[src/rtl/pwm_timer_pkg.sv]
package pwm_timer_pkg;
  localparam logic [1:0] ADR_CTRL = 2'd0;
  localparam logic [1:0] ADR_MOD  = 2'd1;
  localparam logic [1:0] ADR_CMP  = 2'd2;
  localparam logic [1:0] ADR_CNT  = 2'd3;
  localparam int CTL_EN  = 0;
  localparam int CTL_DIV = 1;
  localparam int CTL_CLR = 2;
endpackage

[src/rtl/pwm_prescale.sv]
module pwm_prescale #(
  parameter int PRE_DIV = 64
) (
  input  logic clk,
  input  logic rst,
  input  logic run,
  input  logic restart,
  input  logic div_sel,
  output logic tick
);
  localparam int PW = (PRE_DIV > 1) ? $clog2(PRE_DIV) : 1;
  localparam logic [PW-1:0] LAST = PW'(PRE_DIV - 1);

  logic [PW-1:0] pre_q;

  always_ff @(posedge clk) begin
    if (rst || !run || restart) pre_q <= '0;
    else if (pre_q == LAST)     pre_q <= '0;
    else                        pre_q <= pre_q + 1'b1;
  end

  assign tick = run && (!div_sel || (pre_q == LAST));

  AST_PRE_BOUND: assert property (@(posedge clk) disable iff (rst)
    (!run || restart) |=> (pre_q == '0));
endmodule

[src/rtl/pwm_shadow_reg.sv]
module pwm_shadow_reg #(
  parameter int W = 16,
  parameter logic [W-1:0] RST_VAL = '0,
  parameter bit ONE_PER_CYCLE = 1'b1
) (
  input  logic         clk,
  input  logic         rst,
  input  logic         wr,
  input  logic [W-1:0] wdata,
  input  logic         load,
  output logic [W-1:0] act_q,
  output logic [W-1:0] act_d,
  output logic         drop
);
  logic         full_q;
  logic [W-1:0] pend_q;
  logic         accept;

  generate
    if (ONE_PER_CYCLE) begin : g_once
      assign accept = wr && !full_q;
      assign drop   = wr && full_q;
      AST_DROP_KEEPS: assert property (@(posedge clk) disable iff (rst)
        (wr && full_q && !load) |=> $stable(pend_q));
    end else begin : g_last
      assign accept = wr;
      assign drop   = 1'b0;
    end
  endgenerate

  assign act_d = (load && full_q) ? pend_q : act_q;

  always_ff @(posedge clk) begin
    if (rst) begin
      full_q <= 1'b0;
      pend_q <= RST_VAL;
      act_q  <= RST_VAL;
    end else begin
      act_q <= act_d;
      if (accept) begin
        pend_q <= wdata;
        full_q <= 1'b1;
      end else if (load) begin
        full_q <= 1'b0;
      end
    end
  end

  AST_HOLD_OFF_BOUNDARY: assert property (@(posedge clk) disable iff (rst)
    !load |=> $stable(act_q));
endmodule

[src/rtl/pwm_count_core.sv]
module pwm_count_core #(
  parameter int W = 16
) (
  input  logic         clk,
  input  logic         rst,
  input  logic         run,
  input  logic         run_d,
  input  logic         clr,
  input  logic         tick,
  input  logic [W-1:0] mod_act,
  input  logic [W-1:0] mod_d,
  input  logic [W-1:0] cmp_act,
  input  logic [W-1:0] cmp_d,
  output logic         boundary,
  output logic [W-1:0] cnt_q,
  output logic         pwm_q
);
  logic         wrap;
  logic [W-1:0] cnt_d;

  assign wrap     = (cnt_q == mod_act);
  assign boundary = clr || !run || !run_d || (tick && wrap);

  always_comb begin
    if (!run_d || clr)   cnt_d = '0;
    else if (!tick)      cnt_d = cnt_q;
    else if (wrap)       cnt_d = '0;
    else                 cnt_d = cnt_q + 1'b1;
  end

  always_ff @(posedge clk) begin
    if (rst) begin
      cnt_q <= '0;
      pwm_q <= 1'b0;
    end else begin
      cnt_q <= cnt_d;
      pwm_q <= run_d && (cnt_d < cmp_d);
    end
  end

  AST_CNT_IN_RANGE: assert property (@(posedge clk) disable iff (rst)
    cnt_q <= mod_act);
  AST_WRAP_ZERO: assert property (@(posedge clk) disable iff (rst)
    (run && run_d && !clr && tick && wrap) |=> (cnt_q == '0));
  AST_IDLE_LOW: assert property (@(posedge clk) disable iff (rst)
    !run |-> (cnt_q == '0 && !pwm_q));
  AST_ZERO_CMP_LOW: assert property (@(posedge clk) disable iff (rst)
    (cmp_act == '0) |-> !pwm_q);
  AST_FULL_HIGH: assert property (@(posedge clk) disable iff (rst)
    (run && cmp_act > mod_act) |-> pwm_q);
  AST_MOD_SWAP_AT_ZERO: assert property (@(posedge clk) disable iff (rst)
    (mod_d != mod_act) |-> (cnt_d == '0));
endmodule

[src/rtl/pwm_edge_timer.sv]
module pwm_edge_timer
  import pwm_timer_pkg::*;
#(
  parameter int CNT_W   = 16,
  parameter int PRE_DIV = 64
) (
  input  logic             clk,
  input  logic             rst,
  input  logic             wr_en,
  input  logic [1:0]       wr_addr,
  input  logic [CNT_W-1:0] wr_data,
  output logic             pwm_o,
  output logic [CNT_W-1:0] cnt_o,
  output logic [CNT_W-1:0] mod_o,
  output logic [CNT_W-1:0] cmp_o,
  output logic             drop_o
);
  localparam logic [CNT_W-1:0] MOD_RST = {CNT_W{1'b1}};

  logic en_q, div_q, drop_q;
  logic ctrl_wr, mod_wr, cmp_wr, clr_wr;
  logic run_d, tick, boundary;
  logic cmp_drop, mod_drop;
  logic [CNT_W-1:0] mod_d, cmp_d;

  assign ctrl_wr = wr_en && (wr_addr == ADR_CTRL);
  assign mod_wr  = wr_en && (wr_addr == ADR_MOD);
  assign cmp_wr  = wr_en && (wr_addr == ADR_CMP);
  assign clr_wr  = wr_en && (wr_addr == ADR_CNT);
  assign run_d   = ctrl_wr ? wr_data[CTL_EN] : en_q;

  always_ff @(posedge clk) begin
    if (rst) begin
      en_q   <= 1'b0;
      div_q  <= 1'b0;
      drop_q <= 1'b0;
    end else begin
      en_q <= run_d;
      if (ctrl_wr) div_q <= wr_data[CTL_DIV];
      if (cmp_drop || mod_drop)              drop_q <= 1'b1;
      else if (ctrl_wr && wr_data[CTL_CLR])  drop_q <= 1'b0;
    end
  end

  pwm_prescale #(.PRE_DIV(PRE_DIV)) u_pre (
    .clk(clk), .rst(rst), .run(en_q), .restart(clr_wr),
    .div_sel(div_q), .tick(tick)
  );

  pwm_shadow_reg #(.W(CNT_W), .RST_VAL(MOD_RST), .ONE_PER_CYCLE(1'b0)) u_mod (
    .clk(clk), .rst(rst), .wr(mod_wr), .wdata(wr_data), .load(boundary),
    .act_q(mod_o), .act_d(mod_d), .drop(mod_drop)
  );

  pwm_shadow_reg #(.W(CNT_W), .RST_VAL('0), .ONE_PER_CYCLE(1'b1)) u_cmp (
    .clk(clk), .rst(rst), .wr(cmp_wr), .wdata(wr_data), .load(boundary),
    .act_q(cmp_o), .act_d(cmp_d), .drop(cmp_drop)
  );

  pwm_count_core #(.W(CNT_W)) u_core (
    .clk(clk), .rst(rst), .run(en_q), .run_d(run_d), .clr(clr_wr),
    .tick(tick), .mod_act(mod_o), .mod_d(mod_d), .cmp_act(cmp_o),
    .cmp_d(cmp_d), .boundary(boundary), .cnt_q(cnt_o), .pwm_q(pwm_o)
  );

  assign drop_o = drop_q;

  AST_CLR_RESTART: assert property (@(posedge clk) disable iff (rst)
    clr_wr |=> (cnt_o == '0));
  AST_DROP_STICKY: assert property (@(posedge clk) disable iff (rst)
    (drop_q && !(ctrl_wr && wr_data[CTL_CLR])) |=> drop_q);
  AST_DROP_SETS: assert property (@(posedge clk) disable iff (rst)
    cmp_drop |=> drop_q);
endmodule

[config.mk]
export PLATFORM = sky130hd
export DESIGN_NAME = pwm_edge_timer
export DESIGN_NICKNAME = d
export VERILOG_FILES = /design/src/rtl/pwm_timer_pkg.sv /design/src/rtl/pwm_prescale.sv /design/src/rtl/pwm_shadow_reg.sv /design/src/rtl/pwm_count_core.sv /design/src/rtl/pwm_edge_timer.sv
export SDC_FILE = /design/constraint.sdc
export NUM_CORES = 1
export LEC_CHECK = 0
export ABC_AREA = 1
export CAP_MARGIN = 20
export CORE_MARGIN = 3
export CORE_UTILIZATION = 57
export CTS_CLUSTER_DIAMETER = 120
export CTS_CLUSTER_SIZE = 12
export DETAILED_ROUTE_END_ITERATION = 16
export GPL_TIMING_DRIVEN = 0
export PLACE_DENSITY = 0.95
export REMOVE_ABC_BUFFERS = 1
export SLEW_MARGIN = 0
export SYNTH_ARGS = -nofsm -noshare
export SYNTH_HDL_FRONTEND = slang
export SYNTH_SLANG_ARGS = --single-unit
[constraint.sdc]
create_clock -name clk -period 4.15 [get_ports clk]
set_input_delay 0.83 -clock clk [delete_from_list [all_inputs] [get_ports clk]]
set_output_delay 0.83 -clock clk [all_outputs]
set_load 0.02 [all_outputs]
==> results.ini, run 1 <==
[placed_design]
place.port_buffers = 70
dp_slack_ns = 0.3441
post_dp_cell_area_sq_mm = 0.005071
gp_routability_congestion = 0.8848
dp.final_hpwl_mm = 7.855

[die]
coreArea_sq_mm = 0.007019
die_span_x_microns = 92.70
fp-row-count = 30
initial_utilization_pct = 61.03
die_height_microns = 92.70
pin_count = 71
die_area_sq_mm = 0.008592

[worst_setup_path]
crit_fanout = 28
timing.reg2reg.worst_path_depth = 16
worst_path_most_repeated_cell = nand2_1
setup.worst_path.start_class = input port
reg2reg_slack_ns = 0.85
critPathMaxStageDelay_ns = 0.58
cp.required_ns = 4.45
r2r-end = u_core.pwm_q$_SDFF_PP0_
crit_slowest_cell = nand2_1
crit_path_cell_trace = clkdlybuf4s50_1, inv_2, nand3_2, nand2_1, o21ai_1, nor2_1, nand2_1, nor3_1, ha_1, nand2_1, inv_1, o21ai_0, nand4_1, a21oi_2
path_buf_inv = 3
critical_path.top_delay_family = simple AND/OR/NAND/NOR gates
timing.setup.critical_path_class = in2reg
critical_path_arrival_ns = 3.99
cp-end-kind = register
timing.rr.start = u_pre.pre_q[0]$_SDFF_PP0_

[synthesis]
synthDominantCellAreaShare_pct = 42.99
synth_cell_type_count = 36
synthDominantAreaCellType = dfxtp_1
synth-seq-cells = 92
post_synth_main_area_contributors = dfxtp_1 (43%), nand2_1 (12%), nor2_1 (6.9%)
synth.cell_area_sq_mm = 0.004284
netlist_instances = 570
synth_edf_count = 0
ys_warn_count = 0
asyncSetResetFlopFracSynth_pct = 0
sequential_share_of_the_synthesized_area_pct = 42.99
avgSynthCellArea_sq_um = 7.516
ys_dominant_reg_cell = dfxtp_1

[drt]
dr_total_vias = 4095
wirelength_mm = 11.27
first_pass_iters = 5
initialDrtViolationCount = 368
detail-route-antenna-nets = 0
via_density_per_instance = 5.579
drc = 0
wl_per_instance_microns = 15.35

[cells_and_area]
area.growth.synth_to_final_pct = 23.34
post-route-cell-area_sq_mm = 0.005284
drive_above_1_share_pct = 9.404
number_of_inserted_filler_cells_in_the_final_layout = 468
finish.net_count = 671
number_of_antenna_repair_diodes = 0

[clocking]
cts.repair_timing.setup_buffer_count = 0
h_tree_level_count = 3
cts_root_buffer = clkbuf_8
ctsLongestPathBuffers = 2
post_cts_resize_count = 0
clkSinkCount = 92
cts_hold_buf = 0
tritoncts = done
tritoncts.num_buffers = 9
clock_insertion_delay_worst_skew_ns = 0.37
clock_slew_seen_by_the_registers_of_the_worst_setup_and_hold_paths_ns = 0.09

[timing]
hold_violations = 0
max_slew_margin_pct = 32.54
fin_crit_share_pct = 88.96
fmax_mhz = 270.9
finalSetupViolCount = 0
worst_clock_skew_ns = 0.01123
setup_ws_ns = 0.4583
timing.final.crit_period_ns = 3.692
setup_tns_ns = 0
hold-worst-slack_ns = 0.4519
rsz0062_at_grt = false
timing_max_transition_violations_final = 0
worst_pin_slew_ns = 1.008

[global_routing]
grt_antenna_before_repair = 0
grt_remaining_overflow = 0
gr-usage-all-layers_pct = 26.58
first_global_vias = 3860
grt_first_pass_wirelength_mm = 18.35
grt_max_degree = 32

[min_path]
hold_path_end = u_pre.pre_q[0]$_SDFF_PP0_
cell_count_of_the_worst_hold_path = 1
hold_start = u_pre.pre_q[0]$_SDFF_PP0_
hold_path.class = reg2reg

[pwr]
p_leak_nw = 2.339
pwrdens_mw_per_mm2 = 324.4
vdd.ir_drop.worst_uv = 192.8

[run]
max-cap-violations = 0

[run_status]
run_status = complete, no violations

==> layout by cell type (no fill, tap or decap), types with 6 or more instances in the layout <==
| cell | count |
|---|---|
| ha_1 | 17 |
| nor4_1 | 6 |
| clkdlybuf4s50_1 | 70 |
| inv_1 | 41 |
| xor2_1 | 10 |
| dfxtp_1 | 92 |
| inv_2 | 22 |
| mux2i_1 | 15 |
| clkbuf_8 | 12 |
| o211ai_1 | 16 |
| nor3_1 | 20 |
| nand4_1 | 6 |
| o21ai_0 | 22 |
| nand2_1 | 137 |
| nand3_1 | 25 |
| a21oi_1 | 14 |
| nor2_1 | 79 |
==> per-stage QoR <==
step	cells	utilization, %	total power [mW]
3_3_place_gp	716	71.46	1.082
2_1_floorplan	550	-	1.021
4_1_cts	734	75.28	1.712
6_report	734	75.28	1.714
3_5_place_dp	718	72.25	1.095
5_1_grt	734	75.28	1.776
==> worst register-to-register path, delay by kind of cell (launching register included) <==
family          cells  cell delay [ns]
buf+inv             2             0.08
simple gates       10             1.95
compound gates      2             0.34
fa+ha+maj           2             0.54
flops               1             0.33
==> report_power, final <==
part	total [mW]	leakage, nW	internal [mW]	switching (mW)
Combinational	0.157	1.48	0.0620	0.0946
Sequential	0.924	0.748	0.908	0.0163
Clock	0.633	0.110	0.328	0.305
==> how the worst max path moves through the flow <==
stage                from                            to  slack [ns]  depth (start not counted)
2_1_floorplan  wr_addr[0]       u_core.pwm_q$_SDFF_PP0_        1.30                         17
3_3_place_gp          rst  u_cmp.pend_q[0]$_SDFFE_PP0P_        0.26                          4
3_5_place_dp   wr_addr[0]       u_core.pwm_q$_SDFF_PP0_        0.34                         14
4_1_cts             wr_en       u_core.pwm_q$_SDFF_PP0_        0.62                         13
5_1_grt             wr_en       u_core.pwm_q$_SDFF_PP0_        0.29                         13
6_report       wr_addr[0]       u_core.pwm_q$_SDFF_PP0_        0.46                         14
==> kinds of logic after synthesis <==
group / share of synthesized area [%]
flip-flops: 42.99
adder cells (fa/ha/maj): 4.965
AND/OR/NAND/NOR: 30.96
buffers and inverters: 7.681
AO/OA/AOI/OAI: 7.857
XOR/XNOR: 2.044
multiplexers: 3.505
==> registers in the layout, indices dropped and copies added, names as in the netlist <==
register / flops
u_cmp.act_q: 16
u_mod.full_q: 1
u_cmp.full_q: 1
u_cmp.pend_q: 16
u_core.cnt_q: 16
u_mod.pend_q: 16
drop_o: 1
div_q: 1
u_mod.act_q: 16
u_core.pwm_q: 1
en_q: 1
u_pre.pre_q: 6
==> cell usage after synthesis (10+ instances only) <==
| cell | n |
|---|---|
| mux2i_1 | 15 |
| a21oi_1 | 14 |
| xor2_1 | 10 |
| ha_1 | 17 |
| nor2_1 | 79 |
| dfxtp_1 | 92 |
| clkbuf_1 | 14 |
| o211ai_1 | 16 |
| nand3_1 | 25 |
| nor3_1 | 20 |
| inv_1 | 41 |
| nand2_1 | 137 |
| inv_2 | 22 |
| o21ai_0 | 22 |
==> layer usage <==
metal | GRT usage, % | up-vias | share of wire, %
li1 | - | 1964 | -
met1 | 34.51 | 1882 | 41
met2 | 43.63 | 218 | 48
met3 | 4.549 | 31 | 8.6
met4 | 11.36 | 0 | 2.5
met5 | 0 | - | 0
==> area by class of cell <==
cell class / instances / area (sq um) / area share [%]
clock inverter: 3 / 43.79 / 0.8288
tap: 96 / 120.1 / 2.273
sequential: 92 / 1842 / 34.86
clock buffer: 13 / 168.9 / 3.197
timing repair buffer: 72 / 755.7 / 14.30
multi-input combinational: 394 / 2113 / 40.00
inverter: 64 / 240.2 / 4.547
No activity file was read; power rests on OpenSTA's default activity.
==> run 2: changes to the inputs <==
Settings changed: ABC_AREA 1 to unset, CORE_UTILIZATION 57 to 58.
==> results.ini, run 2 <==
[run_status]
run_status = complete, no violations

[drt]
wirelength_mm = 11.19
via_density_per_instance = 5.667
initialDrtViolationCount = 220
dr_total_vias = 3910
first_pass_iters = 6
wl_per_instance_microns = 16.22
detail-route-antenna-nets = 0
drc = 0

[timing]
rsz0062_at_grt = false
hold-worst-slack_ns = 0.4566
max_slew_margin_pct = 26.51
fmax_mhz = 259.1
setup_tns_ns = 0
worst_clock_skew_ns = 0.01075
fin_crit_share_pct = 92.99
worst_pin_slew_ns = 1.098
finalSetupViolCount = 0
timing_max_transition_violations_final = 0
hold_violations = 0
timing.final.crit_period_ns = 3.859

[run]
max-cap-violations = 0

[pwr]
vdd.ir_drop.worst_uv = 235.8
pwrdens_mw_per_mm2 = 313.4
p_leak_nw = 2.077
power.total_mw = 1.735

[cells_and_area]
drive_above_1_share_pct = 6.091
mostFrequentLayoutCells = dfxtp_1 (92), nor2_1 (82), nand2_1 (77)
post_route_non_filler_standard_cell_count = 690
number_of_inserted_filler_cells_in_the_final_layout = 503
finish.net_count = 624
most_common_cell_after_layout_fill_and_taps_aside = dfxtp_1
area.growth.synth_to_final_pct = 22.91
number_of_antenna_repair_diodes = 0

[die]
fp-row-count = 31
die_span_x_microns = 94.14
coreArea_sq_mm = 0.007408
initial_utilization_pct = 60.82
die_area_sq_mm = 0.008861
die_height_microns = 94.14
pin_count = 71

[clocking]
cts_root_buffer = clkbuf_8
ctsLongestPathBuffers = 2
clock_insertion_delay_worst_skew_ns = 0.37
tritoncts = done
h_tree_level_count = 3
tritoncts.num_buffers = 9
clkSinkCount = 92
clock_slew_seen_by_the_registers_of_the_worst_setup_and_hold_paths_ns = 0.09

[synthesis]
synth_edf_count = 0
synth.cell_area_sq_mm = 0.004506
asyncSetResetFlopFracSynth_pct = 0
netlist_instances = 521
synthDominantAreaCellType = dfxtp_1
post_synth_main_area_contributors = dfxtp_1 (41%), mux2i_1 (11%), nor2_1 (6.8%)
ys_dominant_reg_cell = dfxtp_1
ys_warn_count = 0
synth_cell_type_count = 39
synthTopCellsByCount = dfxtp_1 (92), nor2_1 (82), nand2_1 (78)
avgSynthCellArea_sq_um = 8.648
sequential_share_of_the_synthesized_area_pct = 40.88
synth-seq-cells = 92
synthDominantCellAreaShare_pct = 40.88
post-synth-top-count-cell = dfxtp_1

[worst_setup_path]
setup.worst_path.start_class = input port
critical_path_arrival_ns = 4.14
critPathMaxStageDelay_ns = 0.55
crit_path_cell_trace = clkdlybuf4s50_1, and2_0, o21ai_0, nand2_1, a21oi_4, nand2b_4, mux2i_1, ha_1, a21o_1, a21o_1, a21oi_1, o2111ai_1, a211o_1, o22ai_1
path_buf_inv = 1
critical_path.top_delay_family = compound AO/OA/AOI/OAI gates
crit_slowest_cell = clkdlybuf4s50_1
timing.setup.critical_path_class = in2reg
cp-end-kind = register
cp.required_ns = 4.44
crit_fanout = 9
worst_path_most_repeated_cell = a21o_1
reg2reg_slack_ns = 0.64

[placed_design]
place.detailed.instances = 667
place.port_buffers = 70
dp.final_hpwl_mm = 7.967
gp_routability_congestion = 0.8669

[global_routing]
first_global_vias = 3865
gr-usage-all-layers_pct = 25.54
grt_antenna_before_repair = 0
grt_first_pass_wirelength_mm = 17.89
grt_remaining_overflow = 0
grt_max_degree = 66

[min_path]
hold_path.class = reg2reg

run 2: changes by cell type in the layout (fill, tap and decap cells not counted), sizes merged, moves of 20 or more:
cell and change:
nor3 -20, xnor2 +28, nand2 -63, inv -57, nand2b +34, mux2i +35
run 2: worst paths after layout:
path,from,to,cells past startpoint
worst min register to register,u_pre.pre_q[0]$_SDFF_PP0_,u_pre.pre_q[0]$_SDFF_PP0_,1
worst max-delay path,wr_addr[0],u_core.pwm_q$_SDFF_PP0_,14
worst min-delay path,u_pre.pre_q[0]$_SDFF_PP0_,u_pre.pre_q[0]$_SDFF_PP0_,1
worst max register to register,u_core.cnt_q[3]$_SDFF_PP0_,u_core.pwm_q$_SDFF_PP0_,14
run 2: cells by family (layout without fill, tap and decap cells):
kind of cell               Yosys count  count (layout)  share of synthesized area, %
muxes                               50              50                         11.11
DFF                                 92              92                         40.88
and+or+nand+nor                    251             251                         26.94
xor gates and xnor gates            34              34                         6.609
buffers and inverters               29              99                         3.277
adders and majority gates           17              17                         4.721
AOI/OAI and AO/OA                   48              48                         6.471
run 2: metrics by stage:
step | instance area, sq um | setup WS, ns | utilization (%)
after CTS | 5475 | 0.1482 | 73.91
final | 5538 | 0.2909 | 74.75
after global placement | 5194 | -0.03940 | 70.11
after floorplan | 4369 | 0.9803 | -
after global routing | 5538 | 0.03889 | 74.75
after detailed placement | 5244 | -0.2385 | 70.78
run 2: report_power, final:
part | internal (mW) | switching [mW] | leakage (nW) | total, mW
Clock | 0.363 | 0.335 | 0.119 | 0.698
Sequential | 0.899 | 0.0118 | 0.746 | 0.911
Combinational | 0.0568 | 0.0696 | 1.21 | 0.126
Total | 1.32 | 0.416 | 2.08 | 1.74
run 2: repair_timing:
action,4_1_cts,5_1_grt
buffers inserted,0,7
gates resized for setup,0,2
hold endpoints to repair,0,0
setup endpoints to repair,0,1
hold buffers,0,0
run 2: layout make-up:
cell class	count	area, sq um	area share (%)
sequential	92	1842	33.26
tap	99	123.9	2.237
multi-input combinational	400	2531	45.71
timing repair buffer	80	798.3	14.41
clock inverter	6	93.84	1.695
inverter	3	11.26	0.2033
clock buffer	10	137.6	2.485
run 2: metal layers:
layer / vias to the layer above / global-route usage (%) / share of wire, %
met5: - / 0 / 0
met4: 0 / 12.76 / 3.9
met3: 35 / 3.846 / 5.4
met2: 150 / 44.53 / 51
met1: 1852 / 30.33 / 40
li1: 1873 / - / -
run 2: worst reg2reg max path: cells and delay by family, from the launching register on:
kind / cells / cell delay, ns
AND/OR/NAND/NOR: 3 / 0.96
flip-flops: 1 / 0.49
AO/OA/AOI/OAI: 7 / 1.28
adder cells (fa/ha/maj): 1 / 0.21
multiplexers: 1 / 0.12
XOR/XNOR: 1 / 0.16
buffers and inverters: 1 / 0.20
==> run 3: changes to the inputs <==
Settings changed: CTS_CLUSTER_SIZE 12 to unset.
==> results of run 3 <==
The final DEF is identical to that of run 2; final timing and power are the same.
